File: config.mk
export PLATFORM = sky130hd
export DESIGN_NAME = dwc_top
export DESIGN_NICKNAME = d
export VERILOG_FILES = /design/src/rtl/dwc_pkg.sv /design/src/rtl/dwc_pc_select.sv /design/src/rtl/dwc_lane_pack.sv /design/src/rtl/dwc_top.sv
export SDC_FILE = /design/constraint.sdc
export NUM_CORES = 1
export LEC_CHECK = 0
export BUFFER_PORTS_ARGS = -buffer_cell sky130_fd_sc_hd__buf_2
export CORE_ASPECT_RATIO = 0.5
export CORE_MARGIN = 3
export CORE_UTILIZATION = 45
export CTS_CLUSTER_DIAMETER = 40
export DETAILED_ROUTE_END_ITERATION = 10
export MAX_ROUTING_LAYER = met4
export PLACE_DENSITY_LB_ADDON = 0.1
export SLEW_MARGIN = 5
export SYNTH_ARGS = -nofsm -noshare
export SYNTH_HDL_FRONTEND = slang
export SYNTH_SLANG_ARGS = --single-unit
File: constraint.sdc
create_clock -name clk -period 4.65 [get_ports clk]
set_input_delay 0.465 -clock clk [delete_from_list [all_inputs] [get_ports clk]]
set_output_delay 0.465 -clock clk [all_outputs]
set_load 0.02 [all_outputs]
File: src/rtl/dwc_pkg.sv
package dwc_pkg;
    typedef enum logic [1:0] {
        ST_IDLE = 2'd0,
        ST_PICK = 2'd1,
        ST_EMIT = 2'd2
    } dwc_state_e;
endpackage

File: src/rtl/dwc_pc_select.sv
module dwc_pc_select #(
    parameter int ENTRIES = 8,
    parameter int LANES   = 4,
    parameter int PC_W    = 16
) (
    input  logic [ENTRIES*LANES-1:0] ent_mask,
    input  logic [ENTRIES*PC_W-1:0]  ent_pc,
    output logic                     sel_any,
    output logic [PC_W-1:0]          sel_pc
);
    logic [ENTRIES-1:0] live;

    genvar e;
    generate
        for (e = 0; e < ENTRIES; e++) begin : g_live
            assign live[e] = |ent_mask[e*LANES +: LANES];
        end
    endgenerate

    // lowest entry index wins: scan downward and overwrite
    always_comb begin
        sel_any = 1'b0;
        sel_pc  = '0;
        for (int k = ENTRIES - 1; k >= 0; k--) begin
            if (live[k]) begin
                sel_any = 1'b1;
                sel_pc  = ent_pc[k*PC_W +: PC_W];
            end
        end
    end
endmodule

File: src/rtl/dwc_lane_pack.sv
module dwc_lane_pack #(
    parameter int ENTRIES = 8,
    parameter int LANES   = 4,
    parameter int PC_W    = 16,
    parameter int WID_W   = 2
) (
    input  logic [ENTRIES*LANES-1:0] ent_mask,
    input  logic [ENTRIES*PC_W-1:0]  ent_pc,
    input  logic [PC_W-1:0]          cur_pc,
    output logic [LANES-1:0]         pk_mask,
    output logic [LANES*WID_W-1:0]   pk_wid,
    output logic [ENTRIES*LANES-1:0] grant,
    output logic                     more
);
    localparam int IDX_W = (ENTRIES > 1) ? $clog2(ENTRIES) : 1;

    logic [ENTRIES-1:0] pc_hit;
    logic [LANES-1:0]   lane_hit;
    logic [IDX_W-1:0]   lane_idx [LANES];

    genvar e, l;
    generate
        for (e = 0; e < ENTRIES; e++) begin : g_match
            assign pc_hit[e] = (ent_pc[e*PC_W +: PC_W] == cur_pc);
        end

        for (l = 0; l < LANES; l++) begin : g_lane
            // lowest entry (hence lowest warp) pending at cur_pc in lane l
            always_comb begin
                lane_hit[l] = 1'b0;
                lane_idx[l] = '0;
                for (int k = ENTRIES - 1; k >= 0; k--) begin
                    if (pc_hit[k] && ent_mask[k*LANES + l]) begin
                        lane_hit[l] = 1'b1;
                        lane_idx[l] = IDX_W'(k);
                    end
                end
            end
            assign pk_mask[l] = lane_hit[l];
            assign pk_wid[l*WID_W +: WID_W] =
                lane_hit[l] ? WID_W'(lane_idx[l] >> 1) : '0;

            for (e = 0; e < ENTRIES; e++) begin : g_grant
                assign grant[e*LANES + l] = lane_hit[l] && (lane_idx[l] == IDX_W'(e));
            end
        end
    endgenerate

    // threads still waiting at cur_pc once this group is taken
    always_comb begin
        more = 1'b0;
        for (int k = 0; k < ENTRIES; k++) begin
            if (pc_hit[k] && |(ent_mask[k*LANES +: LANES] & ~grant[k*LANES +: LANES]))
                more = 1'b1;
        end
    end
endmodule

File: src/rtl/dwc_top.sv
module dwc_top #(
    parameter int WARPS = 4,
    parameter int LANES = 4,
    parameter int PC_W  = 16,
    parameter int WID_W = (WARPS > 1) ? $clog2(WARPS) : 1
) (
    input  logic                   clk,
    input  logic                   rst_n,
    input  logic                   in_valid,
    output logic                   in_ready,
    input  logic [WARPS*LANES-1:0] in_mask_a,
    input  logic [WARPS*PC_W-1:0]  in_pc_a,
    input  logic [WARPS*LANES-1:0] in_mask_b,
    input  logic [WARPS*PC_W-1:0]  in_pc_b,
    output logic                   out_valid,
    input  logic                   out_ready,
    output logic [PC_W-1:0]        out_pc,
    output logic [LANES-1:0]       out_mask,
    output logic [LANES*WID_W-1:0] out_wid
);
    import dwc_pkg::*;

    localparam int ENTRIES = 2 * WARPS;

    dwc_state_e state_q, state_d;

    logic [ENTRIES*LANES-1:0] ent_mask_q;
    logic [ENTRIES*PC_W-1:0]  ent_pc_q;
    logic [PC_W-1:0]          cur_pc_q;

    logic                     sel_any;
    logic [PC_W-1:0]          sel_pc;
    logic [LANES-1:0]         pk_mask;
    logic [LANES*WID_W-1:0]   pk_wid;
    logic [ENTRIES*LANES-1:0] grant;
    logic                     more;
    logic                     accept;
    logic                     fire;

    dwc_pc_select #(.ENTRIES(ENTRIES), .LANES(LANES), .PC_W(PC_W)) u_sel (
        .ent_mask (ent_mask_q),
        .ent_pc   (ent_pc_q),
        .sel_any  (sel_any),
        .sel_pc   (sel_pc)
    );

    dwc_lane_pack #(.ENTRIES(ENTRIES), .LANES(LANES), .PC_W(PC_W), .WID_W(WID_W)) u_pack (
        .ent_mask (ent_mask_q),
        .ent_pc   (ent_pc_q),
        .cur_pc   (cur_pc_q),
        .pk_mask  (pk_mask),
        .pk_wid   (pk_wid),
        .grant    (grant),
        .more     (more)
    );

    // state register
    always_ff @(posedge clk) begin
        if (!rst_n) state_q <= ST_IDLE;
        else        state_q <= state_d;
    end

    // next-state logic
    always_comb begin
        state_d = state_q;
        unique case (state_q)
            ST_IDLE: if (accept)          state_d = ST_PICK;
            ST_PICK: state_d = sel_any ? ST_EMIT : ST_IDLE;
            ST_EMIT: if (fire && !more)   state_d = ST_PICK;
            default:                      state_d = ST_IDLE;
        endcase
    end

    // outputs
    always_comb begin
        in_ready  = 1'b0;
        out_valid = 1'b0;
        out_pc    = '0;
        out_mask  = '0;
        out_wid   = '0;
        unique case (state_q)
            ST_IDLE: in_ready = 1'b1;
            ST_PICK: ;
            ST_EMIT: begin
                out_valid = 1'b1;
                out_pc    = cur_pc_q;
                out_mask  = pk_mask;
                out_wid   = pk_wid;
            end
            default: ;
        endcase
    end

    assign accept = in_valid && in_ready;
    assign fire   = out_valid && out_ready;

    // pending thread store: entry 2w is side A of warp w, 2w+1 side B
    always_ff @(posedge clk) begin
        if (!rst_n) begin
            ent_mask_q <= '0;
            ent_pc_q   <= '0;
            cur_pc_q   <= '0;
        end else begin
            if (accept) begin
                for (int w = 0; w < WARPS; w++) begin
                    ent_mask_q[(2*w)*LANES +: LANES]   <= in_mask_a[w*LANES +: LANES];
                    ent_mask_q[(2*w+1)*LANES +: LANES] <= in_mask_b[w*LANES +: LANES];
                    ent_pc_q[(2*w)*PC_W +: PC_W]       <= in_pc_a[w*PC_W +: PC_W];
                    ent_pc_q[(2*w+1)*PC_W +: PC_W]     <= in_pc_b[w*PC_W +: PC_W];
                end
            end else if (fire) begin
                ent_mask_q <= ent_mask_q & ~grant;
            end
            if (state_q == ST_PICK && sel_any)
                cur_pc_q <= sel_pc;
        end
    end

    // lanes that hold any pending thread, formed apart from the packer
    logic [LANES-1:0] lane_pending;
    always_comb begin
        lane_pending = '0;
        for (int k = 0; k < ENTRIES; k++)
            lane_pending = lane_pending | ent_mask_q[k*LANES +: LANES];
    end

    assert_in_disjoint_R3: assert property (@(posedge clk) disable iff (!rst_n)
        accept |-> ((in_mask_a & in_mask_b) == '0));

    assert_issue_once_R3: assert property (@(posedge clk) disable iff (!rst_n)
        fire |=> ($countones(ent_mask_q) + $countones($past(out_mask))
                  == $countones($past(ent_mask_q))));

    assert_lane_origin_R4: assert property (@(posedge clk) disable iff (!rst_n)
        out_valid |-> ((out_mask & ~lane_pending) == '0));

    assert_nonempty_R5: assert property (@(posedge clk) disable iff (!rst_n)
        out_valid |-> (out_mask != '0));

    assert_busy_R2: assert property (@(posedge clk) disable iff (!rst_n)
        in_ready |-> !out_valid);

    assert_hold_R8: assert property (@(posedge clk) disable iff (!rst_n)
        (out_valid && !out_ready) |=>
            (out_valid && $stable(out_pc) && $stable(out_mask) && $stable(out_wid)));
endmodule

==> run_results.csv, run 1 <==
group,metric,value,unit
run_status,status,"completed",
die,initial_core_util,46.7,%
timing,slew_viol_final,0,
global_route,grt_pass1_vias,9450,
clock_tree,clock-root-buffer,"clkbuf_16",
worst_setup_path,slowest_stage,"nor4_2",
worst_setup_path,max_stage_delay,0.86,ns
die,die_x,220,µm
logic_synthesis,syn_area,0.0103,mm²
pwr,switchingPower,1520,µW
timing,rsz0062_at_grt,"false",
placed_design,numPortBuffers,193,
timing,finalClockSkew,0.0121,ns
timing,worst-slew-pin-transition,1.15,ns
pwr,seq_power_share,42.8,%
clock_tree,cts_made_buffers,17,
logic_synthesis,synthFlopType,"dfxtp_1",
logic_synthesis,ys_types,49,
logic_synthesis,synth_warnings,0,
pwr,internal_power,2810,µW
logic_synthesis,syn-num-nets,1487,
logic_synthesis,async_reset_ff_share,0,%
route,vias_per_cell,5.70,
pwr,leakage,0.00442,µW
timing,slew_headroom,23.1,%
route,dr.first_iter.drc_count,996,
worst_setup_path,crit_required,4.18,ns
logic_synthesis,synth_area_leader_cell,"dfxtp_1",
final_layout,final_layout_size_suffix_gt1_share,18.2,%
worst_setup_path,worstPathCellList,"xnor2_1, nand4_1, nor4_2, a22oi_1, and2_1, a31oi_1, buf_2",
global_route,track_usage,30.4,%
timing,setup-tns-final,0,ns
final_layout,diodes,0,
route,avgRoutedWirePerCell,20.9,µm
global_route,grt_pass1_wl,55800,µm
die,ioPinCount,194,
clock_tree,cts_setup_buffers,0,
worst_setup_path,arrival,3.52,ns
global_route,antenna_found_initial,0,
logic_synthesis,avgSynthCellArea,7.80,µm²
placed_design,gp_congestion,0.939,
clock_tree,path_clk_slew,0.07,ns
logic_synthesis,synth-seq-cells,178,
pwr,power_frac_clock,32.4,%
die,die_h,113,µm
global_route,grt_max_degree,90,
route,ant_nets,0,
route,drt-total-wl,36700,µm
placed_design,place_ws,1.19,ns
placed_design,hpwl,27600,µm
timing,fin_crit_sh,85.8,%
clock_tree,cts_tree,"done",
final_layout,n_fill_cell,2186,
pwr,p_sw_share,35.1,%
pwr,ir_drop,0.241,mV
logic_synthesis,synth_top_area_share,34.5,%
worst_setup_path,critical_path_class,"register to output port",
pwr,p_per_area,365,mW/mm²
route,via_count,9989,
worst_setup_path,startpoint_type,"register",
worst_setup_path,worstPathMaxFanout,10,
die,design.core.area,0.0221,mm²
run,cap_violations,0,
timing,finalSetupViolCount,0,
route,drc_errors,0,
final_layout,finalNetCount,1604,
logic_synthesis,synth_edf_count,0,
timing,layout_setup_ws,0.660,ns
route,first_pass_iters,5,
pwr,combPwrFrac,24.7,%
clock_tree,cts_resized,0,
global_route,gr-total-overflow,0,
logic_synthesis,synth_cells,1323,
worst_setup_path,cp-end-kind,"output port",
final_layout,area_delta_synth_final,15.0,%
timing,fmax,251,MHz
timing,period_minus_slack,3.99,ns
clock_tree,cts_hold_buf,0,
clock_tree,clkLatencyLatePin,0.46,ns
hold_path,hold_path_class,"primary input to register",
die,rows,38,
die,dieArea,0.0249,mm²
logic_synthesis,ys_top_cells_by_area,"dfxtp_1, nand2_1, a21boi_0",
clock_tree,h-tree-depth,4,
clock_tree,cts.sinks,178,
timing,timing_hold_violations_final,0,
logic_synthesis,ys_seq_area_share,34.5,%
clock_tree,cts.path.max_buffers,2,
## cell usage in the layout, fill, tap and decap left out, types with 5 or more instances in the layout
cell,instances
nor2b_1,9
nor4_2,5
clkbuf_16,17
nand2_1,352
clkinv_4,5
o21ai_0,29
a21boi_0,140
dfxtp_1,178
buf_2,192
a31oi_1,28
xnor2_1,108
a211o_1,16
a21boi_1,21
o21ai_1,6
nand3_1,18
xor2_1,16
nor4_1,5
nor4_4,5
inv_1,25
a311oi_1,16
a22oi_1,24
nor2_1,53
nand4_1,34
and2_1,23
a41oi_1,10
buf_4,14
a311o_1,16
a21oi_1,34
## Yosys cell counts (3+ instances only)
cell	instances
clkbuf_1	82
dfxtp_1	178
a21oi_1	34
xnor2_1	108
a21boi_1	21
nand3_1	18
o21ai_1	6
nor4_1	8
o2bb2a_4	4
nand2_1	353
buf_6	7
a211o_1	16
nand2b_1	4
and3_1	4
xor2_1	16
a31oi_1	28
o41ai_1	3
a211oi_1	3
buf_2	10
o21ai_0	29
nor4_4	5
nor2_1	54
nor2b_1	9
a22oi_1	24
a21boi_0	140
inv_1	25
a311oi_1	16
buf_4	9
xnor2_2	4
nand4_1	34
a41oi_1	10
a311o_1	16
and2_1	24
## per-layer routing
layer | GRT usage (%) | routed length, µm | up-vias
met2 | 43.4 | 15600 | 338
met3 | 7.22 | 2690 | 45
met4 | 6.94 | 518 | 0
li1 | - | - | 4797
met1 | 43.6 | 17900 | 4809
met5 | - | 0 | -
## cell families (layout without fill, tap and decap cells)
group                     after synthesis  count (layout)  synth area share, %
and+or+nand+nor                       521             521                 22.5
AOI/OAI and AO/OA                     362             362                 25.9
DFF                                   178             178                 34.5
buffers and inverters                 134             264                 5.83
xor gates and xnor gates              128             128                 11.2
## registers in the layout, summed over array words and instances, names as in the netlist
signal	count
ent_pc_q	128
ent_mask_q	32
cur_pc_q	16
state_q	2
## metrics by stage
stage	util [%]	hold slack (ns)	power, µW	instance area (µm²)	std cells
CTS	53.7	0.228	4340	11900	1753
global placement	51.1	0.492	2940	11300	1721
floorplan	-	0.469	2590	10300	1323
finish	53.7	0.248	4340	11900	1753
detailed placement	51.1	0.498	2940	11300	1721
global route	53.7	0.233	4550	11900	1753
## area by class of cell
class                           count  area [µm²]  area share, %
Multi-Input combinational cell   1011        6180           52.1
Sequential cell                   178        3560           30.0
Timing Repair Buffer              207        1090           9.15
Clock buffer                       21         470           3.96
Tap cell                          300         375           3.16
Clock inverter                     11        95.1          0.801
Inverter                           25        93.8          0.791
## power by group through the flow
stage               sequential, µW  combinational [µW]  clock, µW
floorplan                     1750                 832          0
detailed placement            1880                1060          0
CTS                           1850                1060       1430
finish                        1860                1070       1410
global placement              1880                1050          0
global route                  1870                1180       1500
## worst max-delay path, delay by kind of cell, from the launching register on
kind	cells	cell delay, ns
buffers and inverters	1	0.19
XOR/XNOR	1	0.19
AO/OA/AOI/OAI	2	0.61
AND/OR/NAND/NOR	3	1.30
flip-flops	1	0.77
## path summary, 6_finish.rpt
check                                    from             end  slack [ns]  depth (start not counted)
worst max register to register   cur_pc_q[14]      state_q[0]        1.39                          8
worst min-delay path            in_mask_b[11]  ent_mask_q[23]        0.25                          3
worst min register to register  ent_pc_q[118]   ent_pc_q[118]        0.51                          2
worst max-delay path             cur_pc_q[14]     out_mask[2]        0.66                          7
(Power assumes the default switching activity.)
==> run 2, diff against run 1 <==
--- a/config.mk
+++ b/config.mk
@@ -5,12 +5,12 @@
 export SDC_FILE = /design/constraint.sdc
 export NUM_CORES = 1
 export LEC_CHECK = 0
-export BUFFER_PORTS_ARGS = -buffer_cell sky130_fd_sc_hd__buf_2
 export CORE_ASPECT_RATIO = 0.5
 export CORE_MARGIN = 3
 export CORE_UTILIZATION = 45
 export CTS_CLUSTER_DIAMETER = 40
 export DETAILED_ROUTE_END_ITERATION = 10
+export DONT_BUFFER_PORTS = 1
 export MAX_ROUTING_LAYER = met4
 export PLACE_DENSITY_LB_ADDON = 0.1
 export SLEW_MARGIN = 5
==> run_results.csv, run 2 (synthesis results as in run 1) <==
group,metric,value,unit
route,first_pass_iters,6,
route,drc_errors,0,
worst_setup_path,cp_top_family,"simple AND/OR/NAND/NOR gates",
pwr,p_sw_share,34.4,%
die,die_h,113,µm
pwr,leakage,0.00360,µW
worst_setup_path,endpoint,"out_mask[0]",
global_route,grt_max_degree,180,
route,via_count,9212,
timing,fmax,245,MHz
pwr,seq_power_share,44.1,%
timing,finalClockSkew,0.00851,ns
worst_setup_path,crit_buf_inv,0,
global_route,grt_pass1_wl,53000,µm
worst_setup_path,r2r-end,"state_q[0]",
worst_setup_path,crit_start,"cur_pc_q[10]",
final_layout,regMostFlops,"ent_pc_q",
pwr,switchingPower,1450,µW
timing,slew_viol_final,0,
clock_tree,cts_made_buffers,17,
worst_setup_path,crit_cells,6,
timing,whs,0.149,ns
worst_setup_path,worstPathCellList,"xnor2_1, nand4_1, nor4_2, a22oi_1, and2_1, a31oi_1",
clock_tree,h-tree-depth,4,
clock_tree,cts.sinks,178,
worst_setup_path,slowest_stage,"nor4_2",
route,vias_per_cell,5.89,
pwr,p_per_area,387,mW/mm²
worst_setup_path,r2r_slack,1.26,ns
pwr,internal_power,2760,µW
hold_path,hold_path_class,"primary input to register",
final_layout,final_common_cell,"nand2_1",
route,avgRoutedWirePerCell,22.6,µm
final_layout,largest_register_ffs,128,
clock_tree,cts_tree,"done",
global_route,grt_pass1_vias,8701,
route,drt-total-wl,35300,µm
route,ant_nets,0,
global_route,track_usage,29.4,%
worst_setup_path,worstPathMaxFanout,10,
timing,timing_hold_violations_final,0,
global_route,antenna_found_initial,0,
final_layout,final_layout_size_suffix_gt1_share,5.70,%
global_route,gr-total-overflow,0,
placed_design,numPortBuffers,0,
die,die_x,220,µm
clock_tree,clock-root-buffer,"clkbuf_16",
worst_setup_path,reg2reg_from,"cur_pc_q[10]",
pwr,power_frac_clock,32.3,%
worst_setup_path,cp-end-kind,"output port",
pwr,ir_drop,0.210,mV
worst_setup_path,rr_worst_depth,8,
route,dr.first_iter.drc_count,1102,
worst_setup_path,max_stage_delay,0.85,ns
worst_setup_path,critical_path_class,"register to output port",
run,cap_violations,0,
worst_setup_path,crit_required,4.18,ns
timing,period_minus_slack,4.08,ns
clock_tree,clkLatencyLatePin,0.45,ns
worst_setup_path,arrival,3.62,ns
die,initial_core_util,46.7,%
timing,finalSetupViolCount,0,
final_layout,final_cell_mix,"nand2_1, dfxtp_1, a21boi_0, xnor2_1, nor2_1",
die,design.core.area,0.0221,mm²
final_layout,top_regs,"ent_pc_q x128, ent_mask_q x32, cur_pc_q x16",
timing,rsz0062_at_grt,"false",
clock_tree,cts_hold_buf,0,
pwr,combPwrFrac,23.6,%
final_layout,diodes,0,
clock_tree,path_clk_slew,0.07,ns
placed_design,gp_congestion,0.972,
die,ioPinCount,194,
clock_tree,cts_setup_buffers,0,
die,dieArea,0.0249,mm²
timing,fin_crit_sh,87.8,%
timing,slew_headroom,20.8,%
final_layout,area_delta_synth_final,5.51,%
die,rows,38,
placed_design,hpwl,26600,µm
clock_tree,cts.path.max_buffers,2,
final_layout,finalNetCount,1414,
run_status,status,"completed",
worst_setup_path,startpoint_type,"register",
timing,worst-slew-pin-transition,1.19,ns
timing,setup-tns-final,0,ns
clock_tree,cts_resized,0,
==> run 2: changes by cell type in the layout (fill, tap and decap cells not counted), moves of 2 or more <==
| cell | change |
|---|---|
| clkinv_2 | +4 |
| clkbuf_8 | -3 |
| buf_2 | -192 |
| clkinvlp_4 | +4 |
| buf_4 | +3 |
| clkinv_4 | -4 |
| inv_6 | -2 |
==> run 2: worst min-delay path by stage <==
stage | start | endpoint | slack (ns) | cells past startpoint
6_report | rst_n | ent_mask_q[31] | 0.15 | 1
5_1_grt | rst_n | ent_mask_q[31] | 0.13 | 1
4_1_cts | rst_n | ent_mask_q[31] | 0.12 | 1
3_5_place_dp | ent_pc_q[24] | ent_pc_q[24] | 0.49 | 2
3_3_place_gp | ent_pc_q[0] | ent_pc_q[0] | 0.49 | 2
2_1_floorplan | ent_pc_q[16] | ent_pc_q[16] | 0.47 | 2
==> run 2: layout make-up <==
type | count | area, µm²
timing repair buffer | 17 | 128
sequential | 178 | 3560
fill | 2188 | 11200
multi-input combinational | 1011 | 6180
clock inverter | 13 | 111
tap | 300 | 375
clock buffer | 19 | 433
inverter | 25 | 93.8
==> run 2: worst register-to-register path, delay by kind of cell (launching register included) <==
family	cells	cell delay, ns
compound gates	4	1.08
xor+xnor	1	0.20
flops	1	0.76
simple gates	3	1.22
==> run 2: power groups by stage <==
stage	clock network, µW	logic (µW)	registers [µW]
2_1_floorplan	0	832	1750
3_3_place_gp	0	968	1880
3_5_place_dp	0	979	1880
4_1_cts	1400	983	1850
5_1_grt	1460	1100	1870
6_report	1360	995	1860
==> run 2: per-layer routing <==
| layer | GRT usage (%) | routed length (µm) | vias to the layer above |
|---|---|---|---|
| li1 | - | - | 4412 |
| met4 | 7.63 | 540 | 0 |
| met3 | 7.00 | 3170 | 45 |
| met1 | 42.1 | 16800 | 4367 |
| met5 | - | 0 | - |
| met2 | 41.5 | 14800 | 388 |
==> run 2: metrics by stage <==
stage / cell area [µm²] / cells / utilization (%) / setup slack (ns) / total power (µW)
floorplan: 10300 / 1323 / - / 1.97 / 2590
global placement: 10300 / 1531 / 46.8 / 1.24 / 2850
detailed placement: 10300 / 1531 / 46.8 / 1.17 / 2860
CTS: 10900 / 1563 / 49.2 / 0.670 / 4230
global route: 10900 / 1563 / 49.2 / 0.405 / 4420
finish: 10900 / 1563 / 49.2 / 0.566 / 4210
==> run 3, diff against run 2 <==
--- a/config.mk
+++ b/config.mk
@@ -16,4 +16,5 @@
 export SLEW_MARGIN = 5
 export SYNTH_ARGS = -nofsm -noshare
 export SYNTH_HDL_FRONTEND = slang
+export SYNTH_HIERARCHICAL = 1
 export SYNTH_SLANG_ARGS = --single-unit
==> run_results.csv, run 3 <==
group,metric,value,unit
timing,slew_headroom,25.8,%
worst_setup_path,crit_required,4.18,ns
worst_setup_path,arrival,3.49,ns
logic_synthesis,ys_types,53,
final_layout,regMostFlops,"ent_pc_q",
route,via_count,9693,
global_route,grt_max_degree,180,
final_layout,largest_register_ffs,128,
route,drt-total-wl,36600,µm
logic_synthesis,synth_common_cells,"nand2_1, dfxtp_1, xnor2_1, o21ai_0, a21boi_0",
logic_synthesis,avgSynthCellArea,7.73,µm²
timing,finalClockSkew,0.0108,ns
final_layout,regArea,0.00356,mm²
clock_tree,clock-root-buffer,"clkbuf_16",
final_layout,final_common_cell,"nand2_1",
pwr,ir_drop,0.224,mV
timing,fmax,253,MHz
logic_synthesis,synth_area_leader_cell,"dfxtp_1",
clock_tree,clkLatencyLatePin,0.46,ns
worst_setup_path,endpoint,"out_mask[2]",
route,ant_nets,0,
logic_synthesis,synth_edf_count,0,
timing,finalSetupViolCount,0,
die,dieArea,0.0257,mm²
route,dr.first_iter.drc_count,1239,
timing,setup-tns-final,0,ns
timing,rsz0062_at_grt,"false",
die,ioPinCount,194,
clock_tree,cts_tree,"done",
final_layout,area_delta_synth_final,3.96,%
timing,worst-slew-pin-transition,1.11,ns
route,avgRoutedWirePerCell,22.4,µm
clock_tree,cts_hold_buf,0,
route,drc_errors,0,
die,design.core.area,0.0231,mm²
worst_setup_path,critical_path_class,"register to output port",
placed_design,hpwl,27300,µm
global_route,grt_pass1_wl,54800,µm
clock_tree,cts.sinks,178,
clock_tree,cts_made_buffers,17,
worst_setup_path,crit_start,"cur_pc_q[8]",
placed_design,gp_congestion,0.943,
clock_tree,cts_setup_buffers,0,
logic_synthesis,async_reset_ff_share,0,%
pwr,p_per_area,387,mW/mm²
logic_synthesis,synth-seq-cells,178,
final_layout,top_regs,"ent_pc_q x128, ent_mask_q x32, cur_pc_q x16",
worst_setup_path,startpoint_type,"register",
die,die_h,115,µm
logic_synthesis,ys_seq_area_share,33.4,%
worst_setup_path,r2r_slack,0.91,ns
global_route,antenna_found_initial,1,
final_layout,fin_cells,1633,
worst_setup_path,rr_worst_depth,11,
timing,timing_hold_violations_final,0,
timing,period_minus_slack,3.96,ns
logic_synthesis,synth_top_area_share,33.4,%
timing,slew_viol_final,0,
clock_tree,cts.path.max_buffers,2,
run,cap_violations,0,
die,die_x,224,µm
die,initial_core_util,46.3,%
placed_design,numPortBuffers,0,
clock_tree,h-tree-depth,4,
final_layout,n_fill_cell,2379,
global_route,gr-total-overflow,0,
global_route,track_usage,29.2,%
logic_synthesis,syn-num-nets,1545,
logic_synthesis,ys_top_cells_by_area,"dfxtp_1, nand2_1, xnor2_1",
final_layout,final_layout_size_suffix_gt1_share,5.97,%
logic_synthesis,synth_most_common_cell,"nand2_1",
hold_path,hold_path_class,"primary input to register",
route,vias_per_cell,5.94,
logic_synthesis,synth_warnings,6,
pwr,leakage,0.00374,µW
logic_synthesis,synthFlopType,"dfxtp_1",
worst_setup_path,worstPathMaxFanout,10,
clock_tree,cts_resized,0,
die,rows,39,
logic_synthesis,syn_area,0.0107,mm²
clock_tree,path_clk_slew,0.07,ns
final_layout,final_cell_mix,"nand2_1, dfxtp_1, xnor2_1, o21ai_0, a21boi_0",
final_layout,multi_input_area,0.00633,mm²
placed_design,dp.cells,1600,
worst_setup_path,r2r-end,"state_q[1]",
timing,whs,0.137,ns
worst_setup_path,cp-end-kind,"output port",
final_layout,finalNetCount,1476,
global_route,grt_pass1_vias,9106,
run_status,status,"completed",
timing,fin_crit_sh,85.1,%
route,first_pass_iters,6,
logic_synthesis,synth_cells,1381,
worst_setup_path,reg2reg_from,"cur_pc_q[8]",
run 3: cell count changes in the layout (fill, tap and decap cells not counted), sizes merged, moves of 10 or more:
cell    delta
and2      +13
a41oi     -10
nand3     +38
a21boi    -16
a311o     -16
a21oi     -13
a22oi     -17
xnor2     +16
nor2      -28
a311oi    -16
xor2      -16
and3      +13
o22ai     +46
o21ai     +47
run 3: area by class of cell:
type	instances	area share [%]
diodes	2	0.0451
clock buffers	17	3.83
clock inverters	14	1.36
inverters	28	0.947
multi-input cells	1069	57.0
flip-flops and latches	178	32.1
well taps	307	3.46
repair buffers	18	1.22
run 3: worst min-delay path by stage:
stage | depth (start not counted) | slack (ns) | end | startpoint
5_1_grt | 2 | 0.11 | ent_pc_q[101] | in_pc_a[53]
4_1_cts | 2 | 0.11 | ent_pc_q[101] | in_pc_a[53]
2_1_floorplan | 2 | 0.45 | cur_pc_q[10] | cur_pc_q[10]
3_3_place_gp | 2 | 0.48 | ent_pc_q[117] | ent_pc_q[117]
3_5_place_dp | 2 | 0.49 | ent_pc_q[69] | ent_pc_q[69]
6_report | 2 | 0.14 | ent_pc_q[101] | in_pc_a[53]
run 3: metrics by stage:
step	util [%]	power (µW)	worst slack (ns)	instance area [µm²]
4_1_cts	48.1	4310	0.763	11100
5_1_grt	48.1	4490	0.494	11100
3_5_place_dp	45.6	2840	0.998	10500
6_report	48.1	4300	0.693	11100
3_3_place_gp	45.6	2830	1.02	10500
2_1_floorplan	-	2600	1.98	10700
run 3: metal layers:
layer  vias to the layer above  share of wire, %  global-route usage (%)  wire length (µm)
met5                         -                 0                       -                 0
met3                        45               7.5                    6.45              2740
met4                         0               1.7                    6.94               622
met1                      4650                49                    41.7             17900
met2                       390                42                    41.6             15300
li1                       4608                 -                       -                 -
run 3: where the power goes:
group / internal, µW / switching (µW) / leakage (µW)
logic: 384 / 633 / 0.00199
clock network: 797 / 666 / 0.000286
registers: 1630 / 188 / 0.00146
run 3: cell families after synthesis:
| kind of cell | synth area share (%) |
|---|---|
| AO/OA/AOI/OAI | 22.8 |
| XOR/XNOR | 10.5 |
| adder cells (fa/ha/maj) | 0.0937 |
| buffers and inverters | 7.36 |
| flip-flops | 33.4 |
| multiplexers | 0.0937 |
| AND/OR/NAND/NOR | 25.8 |
run 3: critical path, stage by stage, from the launching register on:
cell and delay [ns]:
dfxtp_1 0.82, xnor2_1 0.19, nand4_1 0.12, nor4_2 0.76, a22oi_1 0.33, nand3_1 0.40
nand4b_1 0.16, and2_1 0.25
